### src/rtl/toggle_qual_pkg.sv
package toggle_qual_pkg;

    typedef enum logic [1:0] {
        ST_WAIT_LOW = 2'd0,
        ST_ARMED    = 2'd1,
        ST_HIGH     = 2'd2,
        ST_REJECT   = 2'd3
    } tq_state_e;

endpackage

### src/rtl/tq_sync2.sv
module tq_sync2 #(
    parameter logic RST_VAL = 1'b1
) (
    input  logic clk,
    input  logic rst_n,
    input  logic d_async,
    output logic d_sync
);
    logic meta_q;

    always_ff @(posedge clk) begin
        if (!rst_n) begin
            meta_q <= RST_VAL;
            d_sync <= RST_VAL;
        end else begin
            meta_q <= d_async;
            d_sync <= meta_q;
        end
    end
endmodule

### src/rtl/tq_debounce.sv
module tq_debounce #(
    parameter int unsigned STABLE_TICKS = 4
) (
    input  logic clk,
    input  logic rst_n,
    input  logic lvl_in,
    input  logic tick,
    output logic rise,
    output logic fall
);
    localparam int unsigned CW = (STABLE_TICKS < 2) ? 1 : $clog2(STABLE_TICKS + 1);
    localparam logic [CW-1:0] LAST = CW'(STABLE_TICKS - 1);

    logic [CW-1:0] cnt_q;
    logic          clean_q;
    logic          commit;

    // the differing level has now lasted the full window
    assign commit = (lvl_in != clean_q) && tick && (cnt_q == LAST);

    always_ff @(posedge clk) begin
        if (!rst_n) begin
            cnt_q   <= '0;
            clean_q <= 1'b1;
            rise    <= 1'b0;
            fall    <= 1'b0;
        end else begin
            rise <= commit && lvl_in;
            fall <= commit && !lvl_in;
            if (lvl_in == clean_q) begin
                cnt_q <= '0;
            end else if (commit) begin
                clean_q <= lvl_in;
                cnt_q   <= '0;
            end else if (tick) begin
                cnt_q <= cnt_q + 1'b1;
            end
        end
    end

    // clean level only moves on a tick edge
    p_change_on_tick_r1: assert property (@(posedge clk) disable iff (!rst_n)
        (clean_q != $past(clean_q)) |-> $past(tick));
    // edge pulses agree with the clean level they report
    p_rise_level_r1: assert property (@(posedge clk) disable iff (!rst_n)
        rise |-> (clean_q && !fall));
    p_fall_level_r1: assert property (@(posedge clk) disable iff (!rst_n)
        fall |-> !clean_q);
endmodule

### src/rtl/tq_width_fsm.sv
module tq_width_fsm
    import toggle_qual_pkg::*;
#(
    parameter int unsigned MIN_HIGH_US = 62,
    parameter int unsigned MAX_HIGH_US = 1000000
) (
    input  logic clk,
    input  logic rst_n,
    input  logic tick,
    input  logic rise,
    input  logic fall,
    output logic evt
);
    localparam int unsigned WW = $clog2(MAX_HIGH_US + 1);
    localparam logic [WW-1:0] MIN_L  = WW'(MIN_HIGH_US);
    localparam logic [WW-1:0] MAX_L  = WW'(MAX_HIGH_US);
    localparam logic [WW-1:0] NEAR_L = WW'(MAX_HIGH_US - 1);

    tq_state_e     state_q, state_d;
    logic [WW-1:0] wcnt_q;
    logic          accept;

    // state register
    always_ff @(posedge clk) begin
        if (!rst_n) state_q <= ST_WAIT_LOW;
        else        state_q <= state_d;
    end

    // next state
    always_comb begin
        state_d = state_q;
        unique case (state_q)
            ST_WAIT_LOW: if (fall) state_d = ST_ARMED;
            ST_ARMED:    if (rise) state_d = ST_HIGH;
            ST_HIGH: begin
                if (fall)                           state_d = ST_ARMED;
                else if (tick && wcnt_q == NEAR_L)  state_d = ST_REJECT;
            end
            ST_REJECT:   if (fall) state_d = ST_ARMED;
            default:     state_d = ST_WAIT_LOW;
        endcase
    end

    // width counter
    always_ff @(posedge clk) begin
        if (!rst_n) begin
            wcnt_q <= '0;
        end else if (state_q == ST_ARMED && rise) begin
            wcnt_q <= '0;
        end else if (state_q == ST_HIGH && tick && wcnt_q != MAX_L) begin
            wcnt_q <= wcnt_q + 1'b1;
        end
    end

    assign accept = (state_q == ST_HIGH) && fall && (wcnt_q > MIN_L);

    // outputs
    always_ff @(posedge clk) begin
        if (!rst_n) evt <= 1'b0;
        else        evt <= accept;
    end

    p_wcnt_bound_r4: assert property (@(posedge clk) disable iff (!rst_n)
        wcnt_q <= MAX_L);
    p_reject_silent_r4: assert property (@(posedge clk) disable iff (!rst_n)
        (state_q == ST_REJECT) |=> !evt);
    p_short_rejected_r3: assert property (@(posedge clk) disable iff (!rst_n)
        (state_q == ST_HIGH && fall && wcnt_q <= MIN_L) |=> !evt);
    p_evt_after_fall_r5: assert property (@(posedge clk) disable iff (!rst_n)
        evt |-> $past(fall));
    p_evt_single_r5: assert property (@(posedge clk) disable iff (!rst_n)
        evt |=> !evt);
    p_first_fall_silent_r2: assert property (@(posedge clk) disable iff (!rst_n)
        (state_q == ST_WAIT_LOW) |=> !evt);
endmodule

### src/rtl/toggle_qualifier.sv
module toggle_qualifier #(
    parameter int unsigned DEB_TICKS       = 4,
    parameter int unsigned MIN_HIGH_US     = 62,
    parameter int unsigned MAX_HIGH_US     = 1000000,
    parameter int unsigned MIN_GAP_US      = 1000000,
    parameter logic        RESET_HIBERNATE = 1'b0
) (
    input  logic clk,
    input  logic rst_n,
    input  logic pin_raw,
    input  logic us_tick,
    output logic toggle_evt,
    output logic mode_hib,
    output logic too_soon
);
    localparam int unsigned GW = $clog2(MIN_GAP_US + 1);
    localparam logic [GW-1:0] GAP_L = GW'(MIN_GAP_US);

    logic          pin_s;
    logic          rise, fall;
    logic [GW-1:0] gap_q;
    logic          seen_q;

    tq_sync2 #(.RST_VAL(1'b1)) u_sync (
        .clk(clk), .rst_n(rst_n), .d_async(pin_raw), .d_sync(pin_s)
    );

    tq_debounce #(.STABLE_TICKS(DEB_TICKS)) u_deb (
        .clk(clk), .rst_n(rst_n), .lvl_in(pin_s), .tick(us_tick),
        .rise(rise), .fall(fall)
    );

    tq_width_fsm #(.MIN_HIGH_US(MIN_HIGH_US), .MAX_HIGH_US(MAX_HIGH_US)) u_fsm (
        .clk(clk), .rst_n(rst_n), .tick(us_tick), .rise(rise), .fall(fall),
        .evt(toggle_evt)
    );

    always_ff @(posedge clk) begin
        if (!rst_n) begin
            mode_hib <= RESET_HIBERNATE;
            too_soon <= 1'b0;
            gap_q    <= '0;
            seen_q   <= 1'b0;
        end else if (toggle_evt) begin
            mode_hib <= ~mode_hib;
            too_soon <= seen_q && (gap_q < GAP_L);
            gap_q    <= '0;
            seen_q   <= 1'b1;
        end else if (us_tick && gap_q != GAP_L) begin
            gap_q <= gap_q + 1'b1;
        end
    end

    p_mode_flip_r6: assert property (@(posedge clk) disable iff (!rst_n)
        toggle_evt |=> (mode_hib != $past(mode_hib)));
    p_mode_hold_r6: assert property (@(posedge clk) disable iff (!rst_n)
        !toggle_evt |=> $stable(mode_hib));
    p_warn_hold_r7: assert property (@(posedge clk) disable iff (!rst_n)
        !toggle_evt |=> $stable(too_soon));
    p_first_warn_clear_r7: assert property (@(posedge clk) disable iff (!rst_n)
        (toggle_evt && !seen_q) |=> !too_soon);
endmodule

### config.mk
export PLATFORM = sky130hd
export DESIGN_NAME = toggle_qualifier
export DESIGN_NICKNAME = d
export VERILOG_FILES = /design/src/rtl/toggle_qual_pkg.sv /design/src/rtl/tq_sync2.sv /design/src/rtl/tq_debounce.sv /design/src/rtl/tq_width_fsm.sv /design/src/rtl/toggle_qualifier.sv
export SDC_FILE = /design/constraint.sdc
export NUM_CORES = 1
export LEC_CHECK = 0
export BUFFER_PORTS_ARGS = -buffer_cell sky130_fd_sc_hd__buf_2
export CAP_MARGIN = 20
export CORE_MARGIN = 5
export CORE_UTILIZATION = 55
export DETAILED_ROUTE_END_ITERATION = 8
export PLACE_DENSITY = 0.72
export SYNTH_ARGS = -nofsm -noshare
export SYNTH_HDL_FRONTEND = slang
export SYNTH_HIERARCHICAL = 1
export SYNTH_SLANG_ARGS = --single-unit
export TNS_END_PERCENT = 10
### constraint.sdc
create_clock -name clk -period 2 [get_ports clk]
set_input_delay 0.2 -clock clk [delete_from_list [all_inputs] [get_ports clk]]
set_output_delay 0.2 -clock clk [all_outputs]
set_load 0.05 [all_outputs]
# Word-level counts from Yosys, hierarchy flattened
# Cells that the tools add are included.
# totals
input_bits	4
output_inout_bits	3
elab_cells	58
regBits	54
# classes
mux	5
n_addsub	3
bitwise	3
n_lt_le_gt_ge	2
eq_ne	12
n_reduce_logical	20
# op_table
op	n
adder 20 x 1 -> 20 bit, second input constant	2
inequality test 20 bit, second input constant	2
equality test 20 bit, second input constant	1
> comparator 20 x 6 -> 1 bit, second input constant	1
< comparator 20 bit, second input constant	1
logical AND 1 bit	12
two-way mux 2 bit	4
case mux 2 bit (3 select lines)	1
OR reduction 2 bit	3
equality test 2 bit, second input constant	2
adder 3 x 1 -> 3 bit, second input constant	1
equality test 3 x 2 -> 1 bit, second input constant	1
inequality test 3 x 2 -> 1 bit, second input constant	1
inverter 1 bit	3
AND reduction 3 bit	1
OR reduction 3 bit	1
equality test 2 x 1 -> 1 bit, second input constant	1
logical NOT 2 bit	1
inequality test 2 x 1 -> 1 bit, second input constant	1
inequality test 2 bit, second input constant	1
AND reduction 2 bit	1
equality test 1 bit	1
logical NOT 1 bit	1
inequality test 1 bit	1

# Logic depth before layout (Yosys ltp)
# Gate-level depths: netlist of run 1.
# logic_depth
ltp_word	5
ltp_mapped	8
depth_no_buf	7

# By module
# Netlist of run 1, hierarchy kept.
# by_module_without_submodules
module	area_per_inst_um2	seq_area_each_um2	n_inst	cells_per_inst
tq_width_fsm	1242.4	460.4	1	144
toggle_qualifier	1192.4	460.4	1	132
tq_debounce	270.3	120.1	1	25
tq_sync2	52.6	40.0	1	4

# Worst setup path after synthesis of run 1
# No wires, ideal clock.
# synth_timing
path_kind	reg2reg
start	register u_fsm.wcnt_q[11]
end	register u_fsm.wcnt_q[19]
synth_period_minus_slack_ns	1.794
t_arrival_ns	1.668
slack_ns	0.206
setup_time_ns	0.125
required_ns	1.875
stages_incl_launch_ff	6
path_buffers	0
cell_sequence	dfxtp_1 -> or4_4 -> nor4_4 -> a41o_2 -> or4_1 -> a21oi_1
# synth_between
elab_chain_len	2
word_cells_on_any_way	3
cone_classes	1 x add/sub; 1 x eq/ne; 1 x reduce/logical
# synth_rtl
element	line	source
from (decl)	tq_width_fsm.sv:20	logic [WW-1:0] wcnt_q;
from (signal assigned)	tq_width_fsm.sv:51	wcnt_q <= wcnt_q + 1'b1;
branches (longest 2 deep; another with adder 20 x 1 -> 20 bit)	--	
# Several ways; the timed one is not identified.
# A chain may end at the register's enable or synchronous reset.

# Worst setup path in the final report of run 1
# layout_timing
start	register u_fsm.wcnt_q[7]
end	register u_fsm.wcnt_q[13]
# The elaborated chain is that of the path after synthesis.

==> flow_metrics.env, run 1 <==
export IMPL_synth_seq_cells=54
export IMPL_synth_top_family_by_area="simple AND/OR/NAND/NOR gates"
export IMPL_layout_commonest_cell="dfxtp_1"
export IMPL_skew_ps=10.8
export IMPL_fin_ws_ps=182
export IMPL_clk_pin_slew_worst_paths_ps=100
export IMPL_synth_xor_area_share_pct=6.99
export IMPL_max_clock_path_buffers=2
export IMPL_syn_nets=318
export IMPL_ys_dominant_reg_cell="dfxtp_1"
export IMPL_synthesis_area_sq_mm=0.00276
export IMPL_setup_worst_path_end_class="register"
export IMPL_vias=2195
export IMPL_fp_row_count=25
export IMPL_ys_types=59
export IMPL_grt_overflow_total=0
export IMPL_drcViolationCount=0
export IMPL_post_route_min_period_ps=1820
export IMPL_routed_wl_met2_mm=2.16
export IMPL_yosys_area_top_type_share_pct=39.2
export IMPL_hold_end="u_sync/meta_q$_SDFF_PN1_"
export IMPL_insertion_delay_ps=310
export IMPL_critPathMaxFanout=7
export IMPL_cts_tree="yes"
export IMPL_first_iter_violations=166
export IMPL_synth_area_per_cell_sq_um=9.04
export IMPL_fin_setup_tns_ps=0
export IMPL_required_ps=2180
export IMPL_fin_util_pct=63.0
export IMPL_muxShareOfSynthArea_pct=1.09
export IMPL_drive_above_1_share_pct=14.3
export IMPL_hold_path_class="in2reg"
export IMPL_hold_buffers=0
export IMPL_synthAdderAreaFrac_pct=4.08
export IMPL_ir_worst_vdd_uv=487
export IMPL_io_pins=7
export IMPL_drv_slew=0
export IMPL_worstMarginPinSlew_ps=438
export IMPL_rsz0062_at_grt="no"
export IMPL_finalCritPeriodShare_pct=90.9
export IMPL_nets=333
export IMPL_diodes=0
export IMPL_routedWlPerCell_um=13.0
export IMPL_worstSetupPathType="reg2reg"
export IMPL_rr_startpoint="u_fsm/wcnt_q[7]$_SDFFE_PP0P_"
export IMPL_ys_warn_count=6
export IMPL_crit_arrival_ps=2000
export IMPL_max_slew_margin_pct=70.6
export IMPL_grt_pass1_vias=2018
export IMPL_fmax_ghz=0.550
export IMPL_grt_first_pass_wirelength_mm=9.26
export IMPL_r2r_cells=5
export IMPL_worstSetupStartpointType="register"
export IMPL_cts_root_buf="clkbuf_8"
export IMPL_globalplace_congestion=0.824
export IMPL_synthSimpleGateAreaFrac_pct=31.8
export IMPL_antenna_found_initial=0
export IMPL_synthCells=305
export IMPL_yosys_area_top_type="dfxtp_1"
export IMPL_holdWs_ps=65.5
export IMPL_numPortBuffers=6
export IMPL_status="complete, no violations"
export IMPL_postCtsSetupBuffers=0
export IMPL_grt_max_degree=20
export IMPL_hp_start="pin_raw"
export IMPL_hold_violations=0
export IMPL_drt_pass1_iterations=4
export IMPL_core_area_sq_mm=0.00479
export IMPL_fp_dieH_um=80.8
export IMPL_async_reset_ff_share_pct=0
export IMPL_cts_sinks=54
export IMPL_area_growth_syn_to_layout_pct=9.39
export IMPL_drv_cap=0
export IMPL_grtUsageTotal_pct=17.5
export IMPL_dp_worst_setup_slack_ps=95.4
export IMPL_viasPerCell=5.66
export IMPL_h_tree_depth=2
export IMPL_reg2reg_to="u_fsm/wcnt_q[13]$_SDFFE_PP0P_"
export IMPL_numCtsBuffers=5
export IMPL_yosys_top_cells_area="dfxtp_1, xor2_1, ha_1"
export IMPL_die_area_sq_mm=0.00653
export IMPL_reg2reg_setup_slack_ps=180
export IMPL_wl_met3_um=138
export IMPL_post_cts_resized=0
export IMPL_synth_compound_area_share_pct=13.7
export IMPL_layout_common_cells="dfxtp_1, nor2_1, nand2_1"
export IMPL_dp_cells=380
export IMPL_ys_seq_area_share_pct=39.2
export IMPL_cellPowerDensity_mw_per_mm2=702
export IMPL_instances_no_fill=388
export IMPL_setup_viol=0
export IMPL_initial_utilization_pct=57.6
export IMPL_place_hpwl_mm=3.67
export IMPL_m1WireLength_mm=2.68
export IMPL_hold_depth=2
export IMPL_route_antenna_remaining_nets=0
export IMPL_synth_edff_count=0
export IMPL_leakage_nw=1.14
export IMPL_wl_mm=5.04
export IMPL_chipWidth_um=80.8
export IMPL_top_layer="met4"
-- logic make-up (layout without fill, tap and decap cells) --
kind of cell	after synthesis	after routing
xor gates and xnor gates	22	22
AOI/OAI and AO/OA	52	52
muxes	3	3
buffers and inverters	19	35
and+or+nand+nor	146	146
adders and majority gates	9	9
DFF	54	54
-- through the flow --
step	area, sq um	power (W)
floorplan	2760	0.00135
global placement	2900	0.00141
detailed placement	2900	0.00141
CTS	3020	0.00214
global route	3020	0.00223
finish	3020	0.00212
-- final cells by class --
cell class / count / area, sq um
fillers: 415 / 1770
multi-input cells: 232 / 1590
flip-flops and latches: 54 / 1080
repair buffers: 17 / 113
well taps: 67 / 83.8
clock buffers: 5 / 68.8
clock inverters: 3 / 45.0
inverters: 10 / 37.5
-- report_power, final --
part	internal (W)	switching (W)
clock network	0.000372	0.000358
logic	0.000110	0.000146
registers	0.00111	0.0000261
-- sequential cells by signal, indices dropped and copies added, names as in the netlist, 2 cells and up --
name           cells
u_deb/cnt_q        3
u_fsm/state_q      2
u_fsm/wcnt_q      20
gap_q             20
-- cells in the mapped netlist (all sizes together) (7+ instances only) --
master / instances
xor2: 15
inv: 10
ha: 9
a21oi: 14
nor3: 8
xnor2: 7
nand4: 15
dfxtp: 54
nor2: 29
nand2: 26
nand2b: 8
nand3: 14
o21ai: 10
-- worst max-delay path: stages (launching register included) --
cell and delay [ps]:
dfxtp_1 350, or3_1 450, nor4_4 390, a41o_2 320, or3_2 130, a21oi_1 50
-- metal layers --
| layer | up-vias | track usage, % |
|---|---|---|
| li1 | 1138 | - |
| met5 | - | 0 |
| met2 | 24 | 26.1 |
| met1 | 1028 | 25.4 |
| met4 | 0 | 5.07 |
| met3 | 5 | 3.66 |
-- worst max path at each step --
stage	to	start	cells past startpoint
finish	u_fsm/wcnt_q[13]$_SDFFE_PP0P_	u_fsm/wcnt_q[7]$_SDFFE_PP0P_	5
global route	u_fsm/wcnt_q[19]$_SDFFE_PP0P_	u_fsm/wcnt_q[2]$_SDFFE_PP0P_	5
CTS	u_fsm/state_q[0]$_SDFFE_PN0P_	u_fsm/wcnt_q[11]$_SDFFE_PP0P_	5
detailed placement	u_fsm/state_q[0]$_SDFFE_PN0P_	u_fsm/wcnt_q[11]$_SDFFE_PP0P_	5
global placement	u_fsm/wcnt_q[19]$_SDFFE_PP0P_	u_fsm/wcnt_q[11]$_SDFFE_PP0P_	5
floorplan	u_fsm/wcnt_q[19]$_SDFFE_PP0P_	u_fsm/wcnt_q[11]$_SDFFE_PP0P_	5
Power figures use the tool's default switching activity.
==> run 2, diff against run 1 <==
--- a/config.mk
+++ b/config.mk
@@ -7,6 +7,7 @@
 export LEC_CHECK = 0
 export BUFFER_PORTS_ARGS = -buffer_cell sky130_fd_sc_hd__buf_2
 export CAP_MARGIN = 20
+export CORE_ASPECT_RATIO = 1.1
 export CORE_MARGIN = 5
 export CORE_UTILIZATION = 55
 export DETAILED_ROUTE_END_ITERATION = 8
==> run 2 against run 1 <==
  * Combinational power rose by 2%
  * Register-to-register slack barely moved
  * First-iteration DRC count shrank 39%
  * Critical path type unchanged
  * Critical endpoint unchanged
  * Largest cell class unchanged
  * Highest routed layer unchanged
==> flow_metrics.env, run 2 (same netlist as run 1, synthesis figures left out) <==
export IMPL_fp_row_count=27
export IMPL_leakage_nw=1.13
export IMPL_grt_max_degree=20
export IMPL_fill_cells=441
export IMPL_max_slew_margin_pct=72.1
export IMPL_skew_ps=10.8
export IMPL_vias=2206
export IMPL_h_tree_depth=2
export IMPL_routedWlPerCell_um=13.8
export IMPL_globalplace_congestion=0.856
export IMPL_worstSetupPathType="reg2reg"
export IMPL_first_iter_violations=101
export IMPL_worstMarginPinSlew_ps=415
export IMPL_fmax_ghz=0.549
export IMPL_numCtsBuffers=5
export IMPL_io_pins=7
export IMPL_multi_input_area_sq_mm=0.00159
export IMPL_layout_common_cells="dfxtp_1, nor2_1, nand2_1"
export IMPL_insertion_delay_ps=320
export IMPL_cts_root_buf="clkbuf_8"
export IMPL_required_ps=2190
export IMPL_wl_mm=5.23
export IMPL_numPortBuffers=6
export IMPL_ir_worst_vdd_uv=363
export IMPL_drt_pass1_iterations=4
export IMPL_switching_share_pct=27.6
export IMPL_placed_area_sq_mm=0.00289
export IMPL_rsz0062_at_grt="no"
export IMPL_diodes=0
export IMPL_grtUsageTotal_pct=17.1
export IMPL_fp_dieH_um=84.3
export IMPL_status="complete, no violations"
export IMPL_viasPerCell=5.82
export IMPL_crit_arrival_ps=2020
export IMPL_grtUsageMet2_pct=28.8
export IMPL_clk_pin_slew_worst_paths_ps=110
export IMPL_antenna_found_initial=0
export IMPL_setup_viol=0
export IMPL_globalRouteMet3Util_pct=3.54
export IMPL_area_growth_syn_to_layout_pct=8.26
export IMPL_design_area_sq_mm=0.00299
export IMPL_cellPowerDensity_mw_per_mm2=680
export IMPL_drv_slew=0
export IMPL_cts_sinks=54
export IMPL_pwr_share_seq_pct=55.7
export IMPL_max_clock_path_buffers=2
export IMPL_layout_commonest_cell="dfxtp_1"
export IMPL_post_cts_resized=0
export IMPL_drcViolationCount=0
export IMPL_grt_busiest_layer="met2"
export IMPL_drv_cap=0
export IMPL_use_met1_pct=21.2
export IMPL_post_route_min_period_ps=1820
export IMPL_seq_area_sq_mm=0.00108
export IMPL_top_regs="gap_q (20), u_fsm/wcnt_q (20), u_deb/cnt_q (3)"
export IMPL_critPathMaxFanout=7
export IMPL_worstSetupStartpointType="register"
export IMPL_chipWidth_um=77.5
export IMPL_die_area_sq_mm=0.00653
export IMPL_initial_utilization_pct=55.9
export IMPL_hold_path_class="in2reg"
export IMPL_p_int_w=0.00147
export IMPL_core_area_sq_mm=0.00493
export IMPL_p_comb_share_pct=12.9
export IMPL_grt_overflow_total=0
export IMPL_clockPowerShare_pct=31.5
export IMPL_grt_first_pass_wirelength_mm=9.37
export IMPL_nets=333
export IMPL_fin_setup_tns_ps=0
export IMPL_setup_worst_path_end_class="register"
export IMPL_postCtsSetupBuffers=0
export IMPL_grt_pass1_vias=2100
export IMPL_drive_above_1_share_pct=14.3
export IMPL_finalCritPeriodShare_pct=91.1
export IMPL_hold_violations=0
export IMPL_place_hpwl_mm=3.79
export IMPL_route_antenna_remaining_nets=0
export IMPL_power_switching_w=0.000560
export IMPL_cts_tree="yes"
[run 2: cell types whose count changed in the layout (fill, tap and decap cells not counted)]
| cell | change |
|---|---|
| inv_6 | +1 |
| clkinv_4 | +1 |
| clkinvlp_4 | -1 |
| bufinv_16 | -1 |
[run 2: final timing paths]
kind | start | end | slack (ps) | depth (start not counted)
setup / recovery | u_fsm/wcnt_q[11]$_SDFFE_PP0P_ | u_fsm/wcnt_q[13]$_SDFFE_PP0P_ | 180 | 5
hold reg to reg | u_sync/meta_q$_SDFF_PN1_ | u_sync/d_sync$_SDFF_PN1_ | 420 | 1
setup reg to reg | u_fsm/wcnt_q[11]$_SDFFE_PP0P_ | u_fsm/wcnt_q[13]$_SDFFE_PP0P_ | 180 | 5
hold / removal | pin_raw | u_sync/meta_q$_SDFF_PN1_ | 50 | 2
[run 2: timing repair]
action                                  CTS  global route
endpoints found under the setup margin    0             9
hold endpoints to repair                  0             0
hold buffers                              0             0
[run 2: cell type report]
cell class	instances	area share [%]
inverters	10	1.26
clock inverters	3	0.838
repair buffers	17	3.77
multi-input cells	232	53.2
flip-flops and latches	54	36.2
well taps	58	2.43
clock buffers	5	2.31
[run 2: through the flow]
stage / utilization [%] / setup WS [ps] / hold slack [ps] / cells / power (W)
final: 60.5 / 177 / 52.5 / 379 / 0.00203
after global routing: 60.5 / 65.7 / 38.7 / 379 / 0.00214
after detailed placement: 58.6 / 52.8 / 387 / 371 / 0.00142
after CTS: 60.5 / 38.4 / 41.5 / 379 / 0.00206
after global placement: 58.6 / 114 / 382 / 371 / 0.00141
after floorplan: - / 206 / 273 / 305 / 0.00135
[run 2: power groups by stage]
stage	clock network (W)	registers, W	logic (W)
floorplan	0	0.00115	0.000194
global placement	0	0.00115	0.000256
detailed placement	0	0.00116	0.000261
CTS	0.000665	0.00113	0.000264
global route	0.000703	0.00114	0.000299
finish	0.000639	0.00113	0.000261
[run 2: critical path: stages, from the launching register on]
cell and delay, ps:
dfxtp_1 360, or4_4 560, nor4_4 270, a41o_2 330, or3_2 130, a21oi_1 60
[run 2: per-layer routing]
metal | wire length (um) | vias to the layer above
li1 | - | 1144
met1 | 2480 | 1037
met2 | 2580 | 19
met3 | 97 | 6
met4 | 68 | 0
met5 | 0 | -
